[src/rtl/rxf_pkg.sv]
package rxf_pkg;

    typedef enum logic [2:0] {
        ST_IDLE,
        ST_HUNT,
        ST_ADDR,
        ST_FLUSH,
        ST_PASS,
        ST_DROP,
        ST_DONE
    } rxf_state_t;

    localparam int          CRC_W            = 32;
    localparam logic [7:0]  SFD_PATTERN      = 8'b1010_1011;
    localparam logic [31:0] CRC_POLY_REFL    = 32'hEDB8_8320;
    localparam logic [31:0] CRC_GOOD_RESIDUE = 32'hDEBB_20E3;

    localparam int TALLY_CRC_IX   = 0;
    localparam int TALLY_ALIGN_IX = 1;
    localparam int TALLY_LOST_IX  = 2;
    localparam int N_TALLY        = 3;

endpackage

[src/rtl/rxf_crc32.sv]
module rxf_crc32
    import rxf_pkg::*;
(
    input  logic clk,
    input  logic rst_n,
    input  logic init,
    input  logic bit_en,
    input  logic bit_in,
    output logic crc_ok
);

    logic [CRC_W-1:0] crc_q;
    logic [CRC_W-1:0] crc_nx;
    logic             fb;

    always_comb begin
        fb     = crc_q[0] ^ bit_in;
        crc_nx = {1'b0, crc_q[CRC_W-1:1]} ^ (fb ? CRC_POLY_REFL : '0);
    end

    always_ff @(posedge clk) begin
        if (!rst_n) begin
            crc_q <= '1;
        end else if (init) begin
            crc_q <= '1;
        end else if (bit_en) begin
            crc_q <= crc_nx;
        end
    end

    assign crc_ok = (crc_q == CRC_GOOD_RESIDUE);

endmodule

[src/rtl/rxf_addr_match.sv]
module rxf_addr_match #(
    parameter int ADDR_W = 48
) (
    input  logic [ADDR_W-1:0] dest,
    input  logic [ADDR_W-1:0] station,
    input  logic              promisc,
    input  logic              mcast_all,
    output logic              accept
);

    logic hit_own;
    logic hit_bcast;
    logic hit_group;

    always_comb begin
        hit_own   = (dest == station);
        hit_bcast = &dest;
        hit_group = mcast_all & dest[0];
        accept    = promisc | hit_own | hit_bcast | hit_group;
    end

endmodule

[src/rtl/rxf_tally.sv]
module rxf_tally #(
    parameter int W = 16
) (
    input  logic         clk,
    input  logic         rst_n,
    input  logic         clr,
    input  logic         inc,
    output logic [W-1:0] cnt
);

    localparam logic [W-1:0] TOP = '1;

    always_ff @(posedge clk) begin
        if (!rst_n) begin
            cnt <= '0;
        end else if (clr) begin
            cnt <= '0;
        end else if (inc && (cnt != TOP)) begin
            cnt <= cnt + 1'b1;
        end
    end

endmodule

[src/rtl/rx_frame_filter.sv]
module rx_frame_filter
    import rxf_pkg::*;
#(
    parameter int TALLY_W    = 16,
    parameter int ADDR_BYTES = 6
) (
    input  logic                    clk,
    input  logic                    rst_n,
    input  logic                    carrier,
    input  logic                    bit_stb,
    input  logic                    bit_in,
    input  logic [8*ADDR_BYTES-1:0] station_addr,
    input  logic                    promisc,
    input  logic                    mcast_all,
    input  logic                    space_ok,
    input  logic                    tally_clr,
    output logic                    out_valid,
    output logic [7:0]              out_data,
    output logic                    frame_done,
    output logic                    done_crc_err,
    output logic                    done_align_err,
    output logic                    done_lost,
    output logic [TALLY_W-1:0]      tally_crc,
    output logic [TALLY_W-1:0]      tally_align,
    output logic [TALLY_W-1:0]      tally_lost
);

    localparam int ADDR_W = 8 * ADDR_BYTES;
    localparam int IDX_W  = (ADDR_BYTES > 1) ? $clog2(ADDR_BYTES) : 1;
    localparam logic [IDX_W-1:0] LAST_IDX = IDX_W'(ADDR_BYTES - 1);

    rxf_state_t cs;
    rxf_state_t ns;

    logic              bit_take;
    logic              in_frame;
    logic              fb_take;
    logic              sfd_seen;
    logic              byte_rdy;
    logic              emit_due;
    logic              accept;
    logic              crc_ok;
    logic              frame_bad;
    logic              aligned;
    logic [6:0]        hist;
    logic [2:0]        bit_phase;
    logic [7:0]        sr;
    logic [7:0]        byte_val;
    logic [7:0]        addr_q [ADDR_BYTES];
    logic [IDX_W-1:0]  addr_idx;
    logic [IDX_W-1:0]  flush_idx;
    logic [ADDR_W-1:0] dest_flat;
    logic              end_pend;
    logic              lost_q;

    logic [N_TALLY-1:0] tally_inc;
    logic [TALLY_W-1:0] tally_cnt [N_TALLY];

    // ---------------- bit qualification ----------------
    assign bit_take  = bit_stb & carrier;
    assign in_frame  = (cs == ST_ADDR) || (cs == ST_FLUSH) || (cs == ST_PASS);
    assign fb_take   = bit_take & in_frame;
    assign sfd_seen  = (cs == ST_HUNT) && bit_take && ({hist, bit_in} == SFD_PATTERN);
    assign byte_val  = {bit_in, sr[7:1]};
    assign byte_rdy  = fb_take && (bit_phase == 3'd7);
    assign emit_due  = ((cs == ST_FLUSH) && accept) || ((cs == ST_PASS) && byte_rdy);
    assign aligned   = (bit_phase == 3'd0);
    assign frame_bad = !crc_ok;

    // ---------------- state register ----------------
    always_ff @(posedge clk) begin
        if (!rst_n) begin
            cs <= ST_IDLE;
        end else begin
            cs <= ns;
        end
    end

    // ---------------- next state ----------------
    always_comb begin
        ns = cs;
        unique case (cs)
            ST_IDLE: begin
                if (carrier) ns = ST_HUNT;
            end
            ST_HUNT: begin
                if (!carrier)     ns = ST_IDLE;
                else if (sfd_seen) ns = ST_ADDR;
            end
            ST_ADDR: begin
                if (!carrier)                              ns = ST_IDLE;
                else if (byte_rdy && (addr_idx == LAST_IDX)) ns = ST_FLUSH;
            end
            ST_FLUSH: begin
                if (!accept)                   ns = ST_DROP;
                else if (flush_idx == LAST_IDX) ns = (end_pend || !carrier) ? ST_DONE : ST_PASS;
            end
            ST_PASS: begin
                if (!carrier) ns = ST_DONE;
            end
            ST_DROP: begin
                if (!carrier) ns = ST_IDLE;
            end
            ST_DONE: begin
                ns = ST_IDLE;
            end
            default: ns = ST_IDLE;
        endcase
    end

    // ---------------- datapath ----------------
    always_ff @(posedge clk) begin
        if (!rst_n) begin
            hist      <= '0;
            bit_phase <= '0;
            sr        <= '0;
            addr_idx  <= '0;
            flush_idx <= '0;
            end_pend  <= 1'b0;
            lost_q    <= 1'b0;
            for (int i = 0; i < ADDR_BYTES; i++) addr_q[i] <= '0;
        end else begin
            if (cs == ST_IDLE) begin
                hist <= '0;
            end else if ((cs == ST_HUNT) && bit_take) begin
                hist <= {hist[5:0], bit_in};
            end

            if (sfd_seen) begin
                bit_phase <= '0;
                addr_idx  <= '0;
                flush_idx <= '0;
                end_pend  <= 1'b0;
                lost_q    <= 1'b0;
            end else begin
                if (fb_take) begin
                    bit_phase <= bit_phase + 3'd1;
                    sr        <= byte_val;
                end
                if ((cs == ST_ADDR) && byte_rdy) begin
                    addr_q[addr_idx] <= byte_val;
                    addr_idx         <= addr_idx + 1'b1;
                end
                if (cs == ST_FLUSH) begin
                    flush_idx <= flush_idx + 1'b1;
                    if (!carrier) end_pend <= 1'b1;
                end
                if (emit_due && !space_ok) begin
                    lost_q <= 1'b1;
                end
            end
        end
    end

    // ---------------- outputs ----------------
    always_ff @(posedge clk) begin
        if (!rst_n) begin
            out_valid      <= 1'b0;
            out_data       <= '0;
            frame_done     <= 1'b0;
            done_crc_err   <= 1'b0;
            done_align_err <= 1'b0;
            done_lost      <= 1'b0;
        end else begin
            out_valid      <= emit_due && !lost_q && space_ok;
            out_data       <= (cs == ST_FLUSH) ? addr_q[flush_idx] : byte_val;
            frame_done     <= (cs == ST_DONE);
            done_crc_err   <= (cs == ST_DONE) && frame_bad && aligned;
            done_align_err <= (cs == ST_DONE) && frame_bad && !aligned;
            done_lost      <= (cs == ST_DONE) && lost_q;
        end
    end

    // ---------------- sub-blocks ----------------
    rxf_crc32 u_crc (
        .clk    (clk),
        .rst_n  (rst_n),
        .init   (sfd_seen),
        .bit_en (fb_take),
        .bit_in (bit_in),
        .crc_ok (crc_ok)
    );

    for (genvar g = 0; g < ADDR_BYTES; g++) begin : g_dest
        assign dest_flat[8*g +: 8] = addr_q[g];
    end

    rxf_addr_match #(.ADDR_W(ADDR_W)) u_match (
        .dest      (dest_flat),
        .station   (station_addr),
        .promisc   (promisc),
        .mcast_all (mcast_all),
        .accept    (accept)
    );

    assign tally_inc[TALLY_CRC_IX]   = (cs == ST_DONE) && frame_bad && aligned && !lost_q;
    assign tally_inc[TALLY_ALIGN_IX] = (cs == ST_DONE) && frame_bad && !aligned && !lost_q;
    assign tally_inc[TALLY_LOST_IX]  = (cs == ST_DONE) && lost_q;

    for (genvar t = 0; t < N_TALLY; t++) begin : g_tally
        rxf_tally #(.W(TALLY_W)) u_tally (
            .clk   (clk),
            .rst_n (rst_n),
            .clr   (tally_clr),
            .inc   (tally_inc[t]),
            .cnt   (tally_cnt[t])
        );
    end

    assign tally_crc   = tally_cnt[TALLY_CRC_IX];
    assign tally_align = tally_cnt[TALLY_ALIGN_IX];
    assign tally_lost  = tally_cnt[TALLY_LOST_IX];

endmodule

[config.mk]
export PLATFORM = sky130hd
export DESIGN_NAME = rx_frame_filter
export DESIGN_NICKNAME = d
export VERILOG_FILES = /design/src/rtl/rxf_pkg.sv /design/src/rtl/rxf_crc32.sv /design/src/rtl/rxf_addr_match.sv /design/src/rtl/rxf_tally.sv /design/src/rtl/rx_frame_filter.sv
export SDC_FILE = /design/constraint.sdc
export NUM_CORES = 1
export LEC_CHECK = 0
export BUFFER_PORTS_ARGS = -buffer_cell sky130_fd_sc_hd__buf_2
export CORE_MARGIN = 10
export CORE_UTILIZATION = 45
export DETAILED_ROUTE_END_ITERATION = 6
export GPL_TIMING_DRIVEN = 0
export RECOVER_POWER = 50
export SLEW_MARGIN = 10
export SYNTH_ARGS = -nofsm -noshare
export SYNTH_HDL_FRONTEND = slang
export SYNTH_SLANG_ARGS = --single-unit
[constraint.sdc]
create_clock -name clk -period 2.65 [get_ports clk]
set_clock_uncertainty 0.05 [all_clocks]
set_input_delay 0.3975 -clock clk [delete_from_list [all_inputs] [get_ports clk]]
set_output_delay 0.3975 -clock clk [all_outputs]
set_load 0.005 [all_outputs]
### Word level (Yosys, flattened, before mapping)

Memory sizes are Yosys's and may differ from the RTL's. A register that Yosys moved wholly into a read port is not among the register bits.
Index checks and enable logic that the tools add are counted.

| cells by class | value |
|---|---|
| add/subtract/negate cells | 6 |
| equality and inequality tests | 21 |
| muxes and demuxes | 23 |
| bitwise logic cells | 11 |
| reductions and logical operators | 38 |

Operators with widths:

| kind | number |
|---|---|
| $add A16 B1 Y16 const B | 3 |
| $eq A48 B48 Y1 | 1 |
| $ne A16 B16 Y1 const B | 3 |
| $reduce_and A48 Y1 | 1 |
| $mux W3 | 12 |
| $eq A32 B32 Y1 const B | 1 |
| $mux W32 | 1 |
| $xor A31 B32 Y32 | 1 |
| $logic_and A1 B1 Y1 | 19 |
| $eq A3 B3 Y1 const B | 6 |
| $pmux W3 S6 | 1 |
| $mux W8 | 2 |
| $add A3 B1 Y3 const B | 3 |
| $eq A8 B8 Y1 const B | 1 |
| $reduce_or A8 Y1 | 1 |
| $eq A3 B2 Y1 const B | 2 |
| $logic_not A3 Y1 | 2 |
| $mux W1 | 6 |
| $ne A2 B2 Y1 const B | 3 |
| $ne A3 B3 Y1 const B | 2 |
| $reduce_and A6 Y1 | 1 |
| $reduce_or A2 Y1 | 3 |
| $logic_not A1 Y1 | 5 |
| $logic_or A1 B1 Y1 | 4 |
| 8 further kinds | 15 |

| word-level totals | value |
|---|---|
| register bits after elaboration | 122 |
| memory bits (writable) | 48 |
| output and inout bits | 61 |
| memories kept | 1 |

Memory list:

| memory | words | width | read ports | clocked after memory_dff | wr ports | RTL line | RTL |
|---|---|---|---|---|---|---|---|
| addr_q | 6 | 8 | 7 | 1 | 6 | rx_frame_filter.sv:49 | `logic [7:0] addr_q [ADDR_BYTES];` |

### Longest topological paths before layout

Gate-level depths: netlist (run 1).

| logic depth | value |
|---|---|
| word-level depth | 12 |
| gate-level depth with buffers | 9 |

### By module

From an unflattened synthesis (run 1), not the netlist that was laid out.

| second synthesis, totals | value |
|---|---|
| cell total of the unflattened synthesis | 856 |
| area, all modules | 9,211.3 µm² |

By module, submodules not included:

| module | instances | cells an instance | area each (µm²) | sequential area each (µm²) |
|---|---|---|---|---|
| rx_frame_filter | 1 | 369 | 4,667.0 | 2,802.7 |
| rxf_tally | 3 | 91 | 864.6 | 320.3 |
| rxf_crc32 | 1 | 132 | 1,322.5 | 640.6 |
| rxf_addr_match | 1 | 82 | 628.1 | 0.0 |

### Worst setup path after synthesis (run 1)

No wires, ideal clock.

| timing | value |
|---|---|
| path kind | input to register |
| from | in carrier |
| to | mem addr_q[4][0], enable pin |
| data arrival time | 1,856 ps |
| required time | 2,271 ps |
| setup slack | 415 ps |
| stages | 8 |
| path through | clkbuf_2 > and4b_1 > a41oi_2 > and2_1 > buf_4 > and2b_2 > nand3_2 > nand2_1 |

RTL lines:

| item | RTL line | RTL |
|---|---|---|
| start: declaration | rx_frame_filter.sv:9 | `input logic carrier,` |
| end: declaration | rx_frame_filter.sv:49 |  |

==> results.py, run 1 <==
metrics = {
    "outcome": {
        "status": "finished clean",
    },
    "cells_and_area": {
        "fin_area_um2": 10120,
        "antenna_cells": 0,
        "fin_cells": 1281,
        "fin_util_pct": 52.34,
        "final_nets": 1070,
        "syn_to_final_growth_pct": 15.35,
        "drive_gt1_share_pct": 14.07,
    },
    "setup_path": {
        "end_kind": "flop",
        "path_buf_inv": 0,
        "slowest_stage": "o31ai_2",
        "cp.arrival_ns": 2.77,
        "path_cells": "xor2_1 -> nor4_1 -> nand4_1 -> o31ai_2 -> nand2_1 -> a311oi_1",
        "required_ns": 2.93,
        "cp_max_fo": 4,
        "start_kind": "flop",
        "crit_type": "flop to flop",
        "slowest_delay_ns": 0.51,
        "cpLargestDelayFamily": "simple AND/OR/NAND/NOR gates",
    },
    "clocking": {
        "cts_resized": 0,
        "cts_tree": "built",
        "clock-sinks": 188,
        "clkLatencyLatePin_ns": 0.43,
        "cts_inserted_buffers": 17,
        "clock-root-buffer": "clkbuf_16",
        "cts_setup_buffers": 0,
        "clock_path_buffers": 2,
        "clk_pin_slew_ns": 0.06,
        "holdBufCountCts": 0,
        "cts_htree_levels": 4,
    },
    "synth": {
        "mappedNetlistArea_um2": 8773,
        "yosys_warnings": 0,
        "synth_fp_nets": 935,
        "ys.flop_type": "dfxtp_1",
        "synthDistinctLibCells": 63,
        "synth_cells": 868,
        "ys_seq_area_share_pct": 50.20,
        "synth.avg_cell_area_um2": 10.11,
        "ys_seq_elements": 188,
        "synth-edff-count": 64,
        "synth-async-reset-ratio_pct": 0,
    },
    "die": {
        "rows": 51,
        "num_io_pins": 118,
        "core_um2": 19330,
        "die_w_um": 159.6,
        "fp.dieH_um": 159.6,
        "die-area_um2": 25480,
        "start_util_pct": 45.38,
    },
    "sta": {
        "relSlewSlack_pct": 36.25,
        "fmax_mhz": 400.8,
        "timing.final.crit_share_pct": 94.16,
        "fin_setup_tns_ns": 0,
        "whs_ns": 0.2638,
        "finalMaxSlewViolations": 0,
        "setup_viol": 0,
        "tightest_slew_ns": 0.9538,
        "hold_viol_final": 0,
        "fin_crit_ns": 2.495,
        "rsz0062_at_grt": "no",
    },
    "detailed_routing": {
        "vias_per_cell": 5.289,
        "drt.antenna.violating_nets": 0,
        "post_drt_wl_per_cell_um": 17.48,
        "drcViolationCount": 0,
        "drt_iter0_markers": 418,
        "vias": 6775,
        "wl_um": 22390,
        "dr.pass1.iters": 5,
    },
    "power": {
        "p_leak_nw": 3.776,
        "powerDensity_nw_per_um2": 591.4,
        "ir_drop_mv": 0.4634,
    },
    "place": {
        "dpl_cell_area_um2": 9686,
        "dp.cells": 1249,
        "port_buffers": 116,
        "gp_congestion": 0.9070,
        "dp_hpwl_um": 16980,
    },
    "global_route": {
        "grt_usage_pct": 17.16,
        "grt_max_degree": 17,
        "antenna_found_initial": 0,
        "grt_pass1_wl_um": 35380,
        "overflow": 0,
        "first_global_vias": 6359,
    },
    "run": {
        "max_cap_violations": 0,
    },
    "hold_path": {
        "hold_class": "input port to flop",
    },
}
## power breakdown
group / internal, mW / switching, mW
sequential: 3.04 / 0.0725
clock: 1.41 / 1.07
combinational: 0.168 / 0.222
total: 4.61 / 1.37
## sequential cells by signal (all words and copies together) (netlist names), 3 cells and up, named ones only
| name | cells |
|---|---|
| sr | 7 |
| u_crc.crc_q | 32 |
| addr_q | 64 |
| flush_idx | 3 |
| out_data | 8 |
| bit_phase | 3 |
| g_tally.u_tally.cnt | 48 |
| hist | 7 |
| cs | 3 |
| addr_idx | 3 |
## stage by stage
stage	total power, mW	worst slack [ns]
2_1_floorplan	3.409	0.4152
3_3_place_gp	3.565	-0.1581
3_5_place_dp	3.567	-0.1433
4_1_cts	6.034	0.08007
5_1_grt	6.196	0.02337
6_report	5.985	0.1548
## routing by layer
| layer | wire, um | GRT usage (%) | up-vias | share of wire (%) |
|---|---|---|---|---|
| met1 | 10310 | 23.42 | 3190 | 46 |
| met5 | 0 | 0 | - | 0 |
| met3 | 1610 | 4.319 | 27 | 7.2 |
| met4 | 364 | 5.644 | 0 | 1.6 |
| met2 | 10110 | 26.04 | 217 | 45 |
| li1 | - | - | 3341 | - |
## Yosys cell counts (3+ instances only)
cell | instances | area share (%)
mux2i_1 | 16 | 1.8
nor3_1 | 7 | 0.40
mux4_2 | 16 | 4.1
ha_1 | 10 | 1.4
buf_2 | 11 | 0.63
clkbuf_1 | 20 | 0.86
nand2_1 | 119 | 5.1
or3_1 | 3 | 0.21
nand4_1 | 30 | 2.1
edfxtp_1 | 64 | 22
o211ai_1 | 16 | 1.4
and4_1 | 6 | 0.60
xor2_1 | 78 | 7.8
nand3_1 | 43 | 2.5
dfxtp_1 | 124 | 28
and2_1 | 5 | 0.36
nand4b_1 | 4 | 0.40
buf_4 | 4 | 0.34
and3_1 | 17 | 1.2
nor4_1 | 17 | 1.2
nor2_1 | 115 | 4.9
xnor2_1 | 27 | 2.7
a211oi_1 | 11 | 0.94
a21oi_1 | 23 | 1.3
nor4bb_1 | 3 | 0.34
buf_1 | 3 | 0.13
inv_1 | 19 | 0.81
nor4_2 | 5 | 0.71
o21ai_0 | 4 | 0.23
## cell usage in the layout, fill, tap and decap left out, types with 19 or more instances in the layout
| cell | instances |
|---|---|
| nor2_1 | 115 |
| xnor2_1 | 27 |
| buf_2 | 77 |
| nand2_1 | 117 |
| nor4_1 | 19 |
| clkbuf_1 | 73 |
| inv_1 | 19 |
| edfxtp_1 | 64 |
| xor2_1 | 78 |
| nand4_1 | 30 |
| nand3_1 | 43 |
| a21oi_1 | 24 |
| dfxtp_1 | 124 |
## worst min-delay path: cells and delay by family
kind            cells  cell delay [ns]
buf+inv             1             0.16
compound gates      1             0.05
simple gates        1             0.07
## path summary, 6_finish.rpt
path	endpoint	startpoint	cells past startpoint	slack [ns]
max reg2reg	lost_q	addr_q[1][6]	6	0.15
max	lost_q	addr_q[1][6]	6	0.15
min	sr[7]	bit_in	3	0.26
min reg2reg	end_pend	end_pend	2	0.42
## kinds of logic (layout without fill, tap and decap cells)
| kind of cell | count (synthesis) | in the layout | share of synthesized area (%) |
|---|---|---|---|
| AND/OR/NAND/NOR | 396 | 396 | 22.18 |
| flip-flops | 188 | 188 | 50.20 |
| XOR/XNOR | 105 | 105 | 10.48 |
| AO/OA/AOI/OAI | 78 | 78 | 6.831 |
| buffers and inverters | 59 | 207 | 2.952 |
| multiplexers | 32 | 32 | 5.933 |
| adder cells (fa/ha/maj) | 10 | 10 | 1.426 |
## cell type report
class	instances	area (um2)
well taps	265	331.6
plain buffers	40	177.7
clock buffers	20	446.7
multi-input cells	621	4046
flip-flops and latches	188	4404
fillers	1793	9215
repair buffers	116	521.8
clock inverters	12	120.1
inverters	19	71.32
Note: power is estimated with default switching activity, not from simulation.
==> inputs of run 2 (changes only) <==
--- a/config.mk
+++ b/config.mk
@@ -5,11 +5,14 @@
 export SDC_FILE = /design/constraint.sdc
 export NUM_CORES = 1
 export LEC_CHECK = 0
-export BUFFER_PORTS_ARGS = -buffer_cell sky130_fd_sc_hd__buf_2
+export BUFFER_PORTS_ARGS = -buffer_cell sky130_fd_sc_hd__clkbuf_2
+export CELL_PAD_IN_SITES_DETAIL_PLACEMENT = 1
+export CELL_PAD_IN_SITES_GLOBAL_PLACEMENT = 2
 export CORE_MARGIN = 10
-export CORE_UTILIZATION = 45
+export CORE_UTILIZATION = 37
 export DETAILED_ROUTE_END_ITERATION = 6
 export GPL_TIMING_DRIVEN = 0
+export PLACE_DENSITY_LB_ADDON = 0.1
 export RECOVER_POWER = 50
 export SLEW_MARGIN = 10
 export SYNTH_ARGS = -nofsm -noshare
==> results.py, run 2 (synthesis results as in run 1) <==
metrics = {
    "outcome": {
        "status": "finished clean",
    },
    "detailed_routing": {
        "drt_iter0_markers": 340,
        "dr.pass1.iters": 5,
        "vias_per_cell": 5.085,
        "drcViolationCount": 0,
        "vias": 6788,
        "post_drt_wl_per_cell_um": 19.40,
        "drt.antenna.violating_nets": 0,
        "wl_um": 25900,
    },
    "place": {
        "dp.cells": 1303,
        "dp_slack_ns": -0.2317,
        "port_buffers": 116,
        "gp_congestion": 0.8320,
        "dp_hpwl_um": 19600,
        "dpl_cell_area_um2": 9753,
    },
    "clocking": {
        "cts_setup_buffers": 0,
        "cts_htree_levels": 4,
        "cts_tree": "built",
        "clock-root-buffer": "clkbuf_16",
        "cts_inserted_buffers": 17,
        "clock-sinks": 188,
        "holdBufCountCts": 0,
        "clk_pin_slew_ns": 0.07,
        "clock_path_buffers": 2,
        "clkLatencyLatePin_ns": 0.44,
    },
    "hold_path": {
        "hold_class": "input port to flop",
        "min_from": "space_ok",
    },
    "sta": {
        "fin_crit_ns": 2.488,
        "rsz0062_at_grt": "no",
        "timing.final.crit_share_pct": 93.89,
        "tightest_slew_ns": 0.9421,
        "relSlewSlack_pct": 36.65,
        "setup_viol": 0,
        "fmax_mhz": 401.9,
        "finalMaxSlewViolations": 0,
        "setup_ws_ns": 0.1620,
        "whs_ns": 0.2841,
        "hold_viol_final": 0,
    },
    "global_route": {
        "overflow": 0,
        "grt_usage_pct": 17.12,
        "first_global_vias": 7039,
        "grt_max_degree": 18,
        "antenna_found_initial": 0,
        "grt_pass1_wl_um": 41100,
    },
    "die": {
        "fp.dieH_um": 174.0,
        "die-area_um2": 30270,
        "rows": 56,
        "start_util_pct": 37.49,
        "die_w_um": 174.0,
        "num_io_pins": 118,
        "core_um2": 23400,
    },
    "cells_and_area": {
        "fin_cells": 1335,
        "drive_gt1_share_pct": 14.47,
        "regMostFlops": "addr_q",
        "antenna_cells": 0,
        "reg.largest.list": "addr_q x64, g_tally.u_tally.cnt x48, u_crc.crc_q x32",
        "final_cell_mix": "dfxtp_1, nand2_1, nor2_1",
        "final_nets": 1070,
        "largest_reg_flops": 64,
        "fin_util_pct": 43.91,
        "layout_commonest_cell": "dfxtp_1",
        "fin_area_um2": 10280,
        "syn_to_final_growth_pct": 17.13,
    },
    "setup_path": {
        "end_kind": "flop",
        "critPathLaunch": "u_crc.crc_q[13]",
        "start_kind": "flop",
        "cp.arrival_ns": 2.81,
        "r2r_start": "u_crc.crc_q[13]",
        "cp_max_fo": 5,
        "required_ns": 2.97,
        "crit_type": "flop to flop",
    },
    "run": {
        "max_cap_violations": 0,
    },
    "power": {
        "p_leak_nw": 3.784,
        "powerDensity_nw_per_um2": 599.2,
        "ir_drop_mv": 0.3461,
    },
}
-- run 2: worst max-delay path, cell delays in order (launching register included) --
cell      delay (ns)
dfxtp_1         0.33
nor4bb_1        0.16
and4_4          0.22
a211oi_1        0.76
nand3_1         0.36
or4_1           0.49
nand2_1         0.07
-- run 2: path summary, 6_finish.rpt --
kind                               endpoint  slack (ns)  cells after the start
setup / recovery  g_tally[1].u_tally.cnt[6]        0.16                      6
setup reg to reg  g_tally[1].u_tally.cnt[6]        0.16                      6
hold / removal                    out_valid        0.28                      4
hold reg to reg                bit_phase[1]        0.43                      2
-- run 2: metrics by stage --
step	setup TNS (ns)	power, mW
floorplan	0	3.409
global placement	-7.161	3.586
detailed placement	-6.212	3.589
CTS	0	6.210
global route	0	6.396
finish	0	6.157
-- run 2: where the power goes --
part           switching [mW]  internal, mW  total, mW
clock network            1.20          1.43       2.63
logic                   0.243         0.171      0.414
registers              0.0728          3.04       3.11
-- run 2: area by class of cell --
cell class	instances	area [um2]
buffer	40	185.2
clock buffer	20	478.0
clock inverter	12	118.9
fill	2754	13130
inverter	19	71.32
multi-input combinational	621	4108
sequential	188	4404
tap	319	399.1
timing repair buffer	116	511.7
-- run 2: timing repair --
action | CTS | global route
setup endpoints to repair | 0 | 18
hold endpoints to repair | 0 | 0
resized for setup | 0 | 5
-- run 2: metal layers --
metal  track usage, %  vias to the layer above  wire (um)
li1                 -                     3343          -
met1            23.46                     3277      12560
met2            26.24                      140      11670
met3            3.814                       28       1123
met4            5.486                        0        544
met5                0                        -          0
==> inputs of run 3 (changes only) <==
--- a/config.mk
+++ b/config.mk
@@ -5,15 +5,15 @@
 export SDC_FILE = /design/constraint.sdc
 export NUM_CORES = 1
 export LEC_CHECK = 0
+export ABC_AREA = 1
 export BUFFER_PORTS_ARGS = -buffer_cell sky130_fd_sc_hd__clkbuf_2
 export CELL_PAD_IN_SITES_DETAIL_PLACEMENT = 1
 export CELL_PAD_IN_SITES_GLOBAL_PLACEMENT = 2
 export CORE_MARGIN = 10
-export CORE_UTILIZATION = 37
+export CORE_UTILIZATION = 34
 export DETAILED_ROUTE_END_ITERATION = 6
 export GPL_TIMING_DRIVEN = 0
 export PLACE_DENSITY_LB_ADDON = 0.1
-export RECOVER_POWER = 50
 export SLEW_MARGIN = 10
 export SYNTH_ARGS = -nofsm -noshare
 export SYNTH_HDL_FRONTEND = slang
==> results.py, run 3 <==
metrics = {
    "setup_path": {
        "slowest_stage": "nor2_1",
        "reg2regPathDepth": 10,
        "critPathLaunch": "cs[2]",
        "path_buf_inv": 3,
        "cp.depth": 10,
        "cp_max_fo": 10,
        "r2r-end": "addr_q[6][5]",
        "r2r_start": "cs[2]",
        "slowest_delay_ns": 0.62,
        "path_cells": "buf_6 -> inv_2 -> nand2_1 -> a21oi_4 -> nand2_2 -> nor2_4 -> inv_2 -> nor2_8 -> nand3_1 -> nor2_1",
        "cp.arrival_ns": 2.52,
        "required_ns": 2.66,
        "crit_type": "flop to flop",
        "reg2reg_slack_ns": 0.14,
        "end_kind": "flop",
        "crit_end": "addr_q[6][5]",
        "cpLargestDelayFamily": "simple AND/OR/NAND/NOR gates",
        "start_kind": "flop",
        "crit_top_cell": "inv_2",
    },
    "place": {
        "dp_hpwl_um": 23790,
        "port_buffers": 117,
        "dp.cells": 1685,
        "gp_congestion": 0.8145,
    },
    "power": {
        "switchingPower_mw": 1.599,
        "powerDensity_nw_per_um2": 553.6,
        "ir_drop_mv": 0.2759,
        "power_frac_comb_pct": 7.4,
        "clkPwrFrac_pct": 42.1,
        "seqPwrFrac_pct": 50.5,
        "p_leak_nw": 4.506,
        "p_sw_share_pct": 26.07,
        "internal_power_mw": 4.533,
    },
    "cells_and_area": {
        "largest_reg_flops": 64,
        "final_cell_mix": "nand2_1, nor2_1, inv_1",
        "regMostFlops": "addr_q",
        "reg.largest.list": "addr_q x64, g_tally.u_tally.cnt x48, u_crc.crc_q x32",
        "fin_cells": 1717,
        "drive_gt1_share_pct": 13.68,
        "n_fill_cell": 3353,
        "layout_commonest_cell": "nand2_1",
        "multi_input_area_um2": 4333,
        "antenna_cells": 0,
        "final_nets": 1399,
        "seq_area_um2": 4404,
        "syn_to_final_growth_pct": 17.37,
    },
    "detailed_routing": {
        "vias_per_cell": 4.861,
        "dr.pass1.iters": 5,
        "post_drt_wl_per_cell_um": 17.91,
        "drcViolationCount": 0,
        "drt.antenna.violating_nets": 0,
        "drt_iter0_markers": 356,
        "vias": 8347,
        "wl_um": 30750,
    },
    "sta": {
        "rsz0062_at_grt": "yes",
        "setup_viol": 0,
        "finalMaxSlewViolations": 0,
        "fmax_mhz": 397.8,
        "fin_crit_ns": 2.514,
        "fin_setup_tns_ns": 0,
        "relSlewSlack_pct": 47.30,
        "timing.final.crit_share_pct": 94.87,
        "tightest_slew_ns": 0.7876,
        "hold_viol_final": 0,
    },
    "hold_path": {
        "hold_class": "input port to flop",
    },
    "clocking": {
        "clk_pin_slew_ns": 0.07,
        "clock-sinks": 188,
        "cts_inserted_buffers": 17,
        "clock-root-buffer": "clkbuf_16",
        "clock_path_buffers": 2,
        "clkLatencyLatePin_ns": 0.44,
        "cts_tree": "built",
        "cts_setup_buffers": 0,
        "cts_htree_levels": 4,
    },
    "synth": {
        "synth_top_area_share_pct": 26.30,
        "synthDistinctLibCells": 44,
        "synth_fp_nets": 1263,
        "synthTopCellsByCount": "nand2_1, nor2_1, inv_1",
        "synth.avg_cell_area_um2": 7.891,
        "synth-async-reset-ratio_pct": 0,
        "synth-edff-count": 64,
        "ys_seq_area_share_pct": 46.67,
        "synth_most_common_cell": "nand2_1",
        "synth_cells": 1196,
        "yosys_warnings": 0,
        "ys_seq_elements": 188,
        "yosysTopAreaCell": "dfxtp_1",
        "synth.area.top_cells": "dfxtp_1, edfxtp_1, nand2_1",
        "ys.flop_type": "dfxtp_1",
        "mappedNetlistArea_um2": 9438,
    },
    "run": {
        "max_cap_violations": 0,
    },
    "die": {
        "rows": 60,
        "num_io_pins": 118,
        "die-area_um2": 34820,
        "fp.dieH_um": 186.6,
        "die_w_um": 186.6,
        "start_util_pct": 34.82,
        "core_um2": 27100,
    },
    "global_route": {
        "antenna_found_initial": 0,
        "grt_pass1_wl_um": 48930,
        "overflow": 0,
        "first_global_vias": 8600,
        "grt_max_degree": 19,
        "grt_usage_pct": 17.46,
    },
    "outcome": {
        "status": "finished clean",
    },
}
-- run 3: per-layer routing --
metal | share of wire, % | global-route usage [%] | vias to the layer above | routed length, um
met5 | 0 | 0 | - | 0
met4 | 0.72 | 3.505 | 0 | 220
met3 | 3.0 | 2.942 | 18 | 936
met2 | 47 | 28.98 | 134 | 14510
met1 | 49 | 23.35 | 3957 | 15080
li1 | - | - | 4238 | -
-- run 3: through the flow --
stage | hold WS, ns | worst slack (ns) | cell area, um2 | util [%] | power (mW)
final | 0.1943 | 0.1359 | 11080 | 40.87 | 6.132
after global routing | 0.1956 | -0.05552 | 11080 | 40.87 | 6.389
after CTS | 0.1813 | 0.06820 | 11070 | 40.84 | 6.196
after detailed placement | 0.4180 | -0.01998 | 10490 | 38.70 | 3.622
after global placement | 0.4080 | 0.01179 | 10490 | 38.70 | 3.615
after floorplan | 0.3941 | 0.5187 | 9438 | - | 3.428
-- run 3: power groups by stage --
stage	sequential, mW	combinational (mW)	clock [mW]
2_1_floorplan	3.14	0.293	0
3_3_place_gp	3.16	0.451	0
3_5_place_dp	3.17	0.457	0
4_1_cts	3.10	0.460	2.64
5_1_grt	3.11	0.511	2.77
6_report	3.10	0.453	2.58
-- run 3: area by class of cell --
class,instances,share of cell area [%]
Clock inverter,15,1.401
Inverter,139,4.733
Tap cell,372,4.202
Sequential cell,188,39.76
Buffer,43,1.660
Timing Repair Buffer,117,5.286
Clock buffer,17,3.840
Multi-Input combinational cell,826,39.12
-- run 3: kinds of logic (layout without fill, tap and decap cells) --
logic type               count (synthesis)  after routing  synth area share [%]
AO/OA/AOI/OAI                          202            202                 12.34
XOR/XNOR                                75             75                 6.960
adder cells (fa/ha/maj)                 10             10                 1.326
buffers and inverters                  182            331                 7.504
flip-flops                             188            188                 46.67
AND/OR/NAND/NOR                        539            539                 25.20
-- run 3: worst min-delay path by stage --
stage          startpoint         to  slack (ns)  depth (start not counted)
4_1_cts          space_ok  out_valid        0.18                          3
2_1_floorplan    end_pend   end_pend        0.39                          2
3_3_place_gp     end_pend   end_pend        0.41                          2
3_5_place_dp     end_pend   end_pend        0.42                          2
6_report         space_ok  out_valid        0.19                          3
5_1_grt          space_ok  out_valid        0.20                          3
-- run 3: timing repair --
action | in CTS | in global routing
hold buffers | 0 | 0
setup endpoints to repair | 0 | 38
gates resized for setup | 0 | 3
-- run 3: worst min-delay path, cell delays in order --
cell      delay (ns)
clkbuf_2        0.10
nand2_1         0.09
nor3_1          0.05
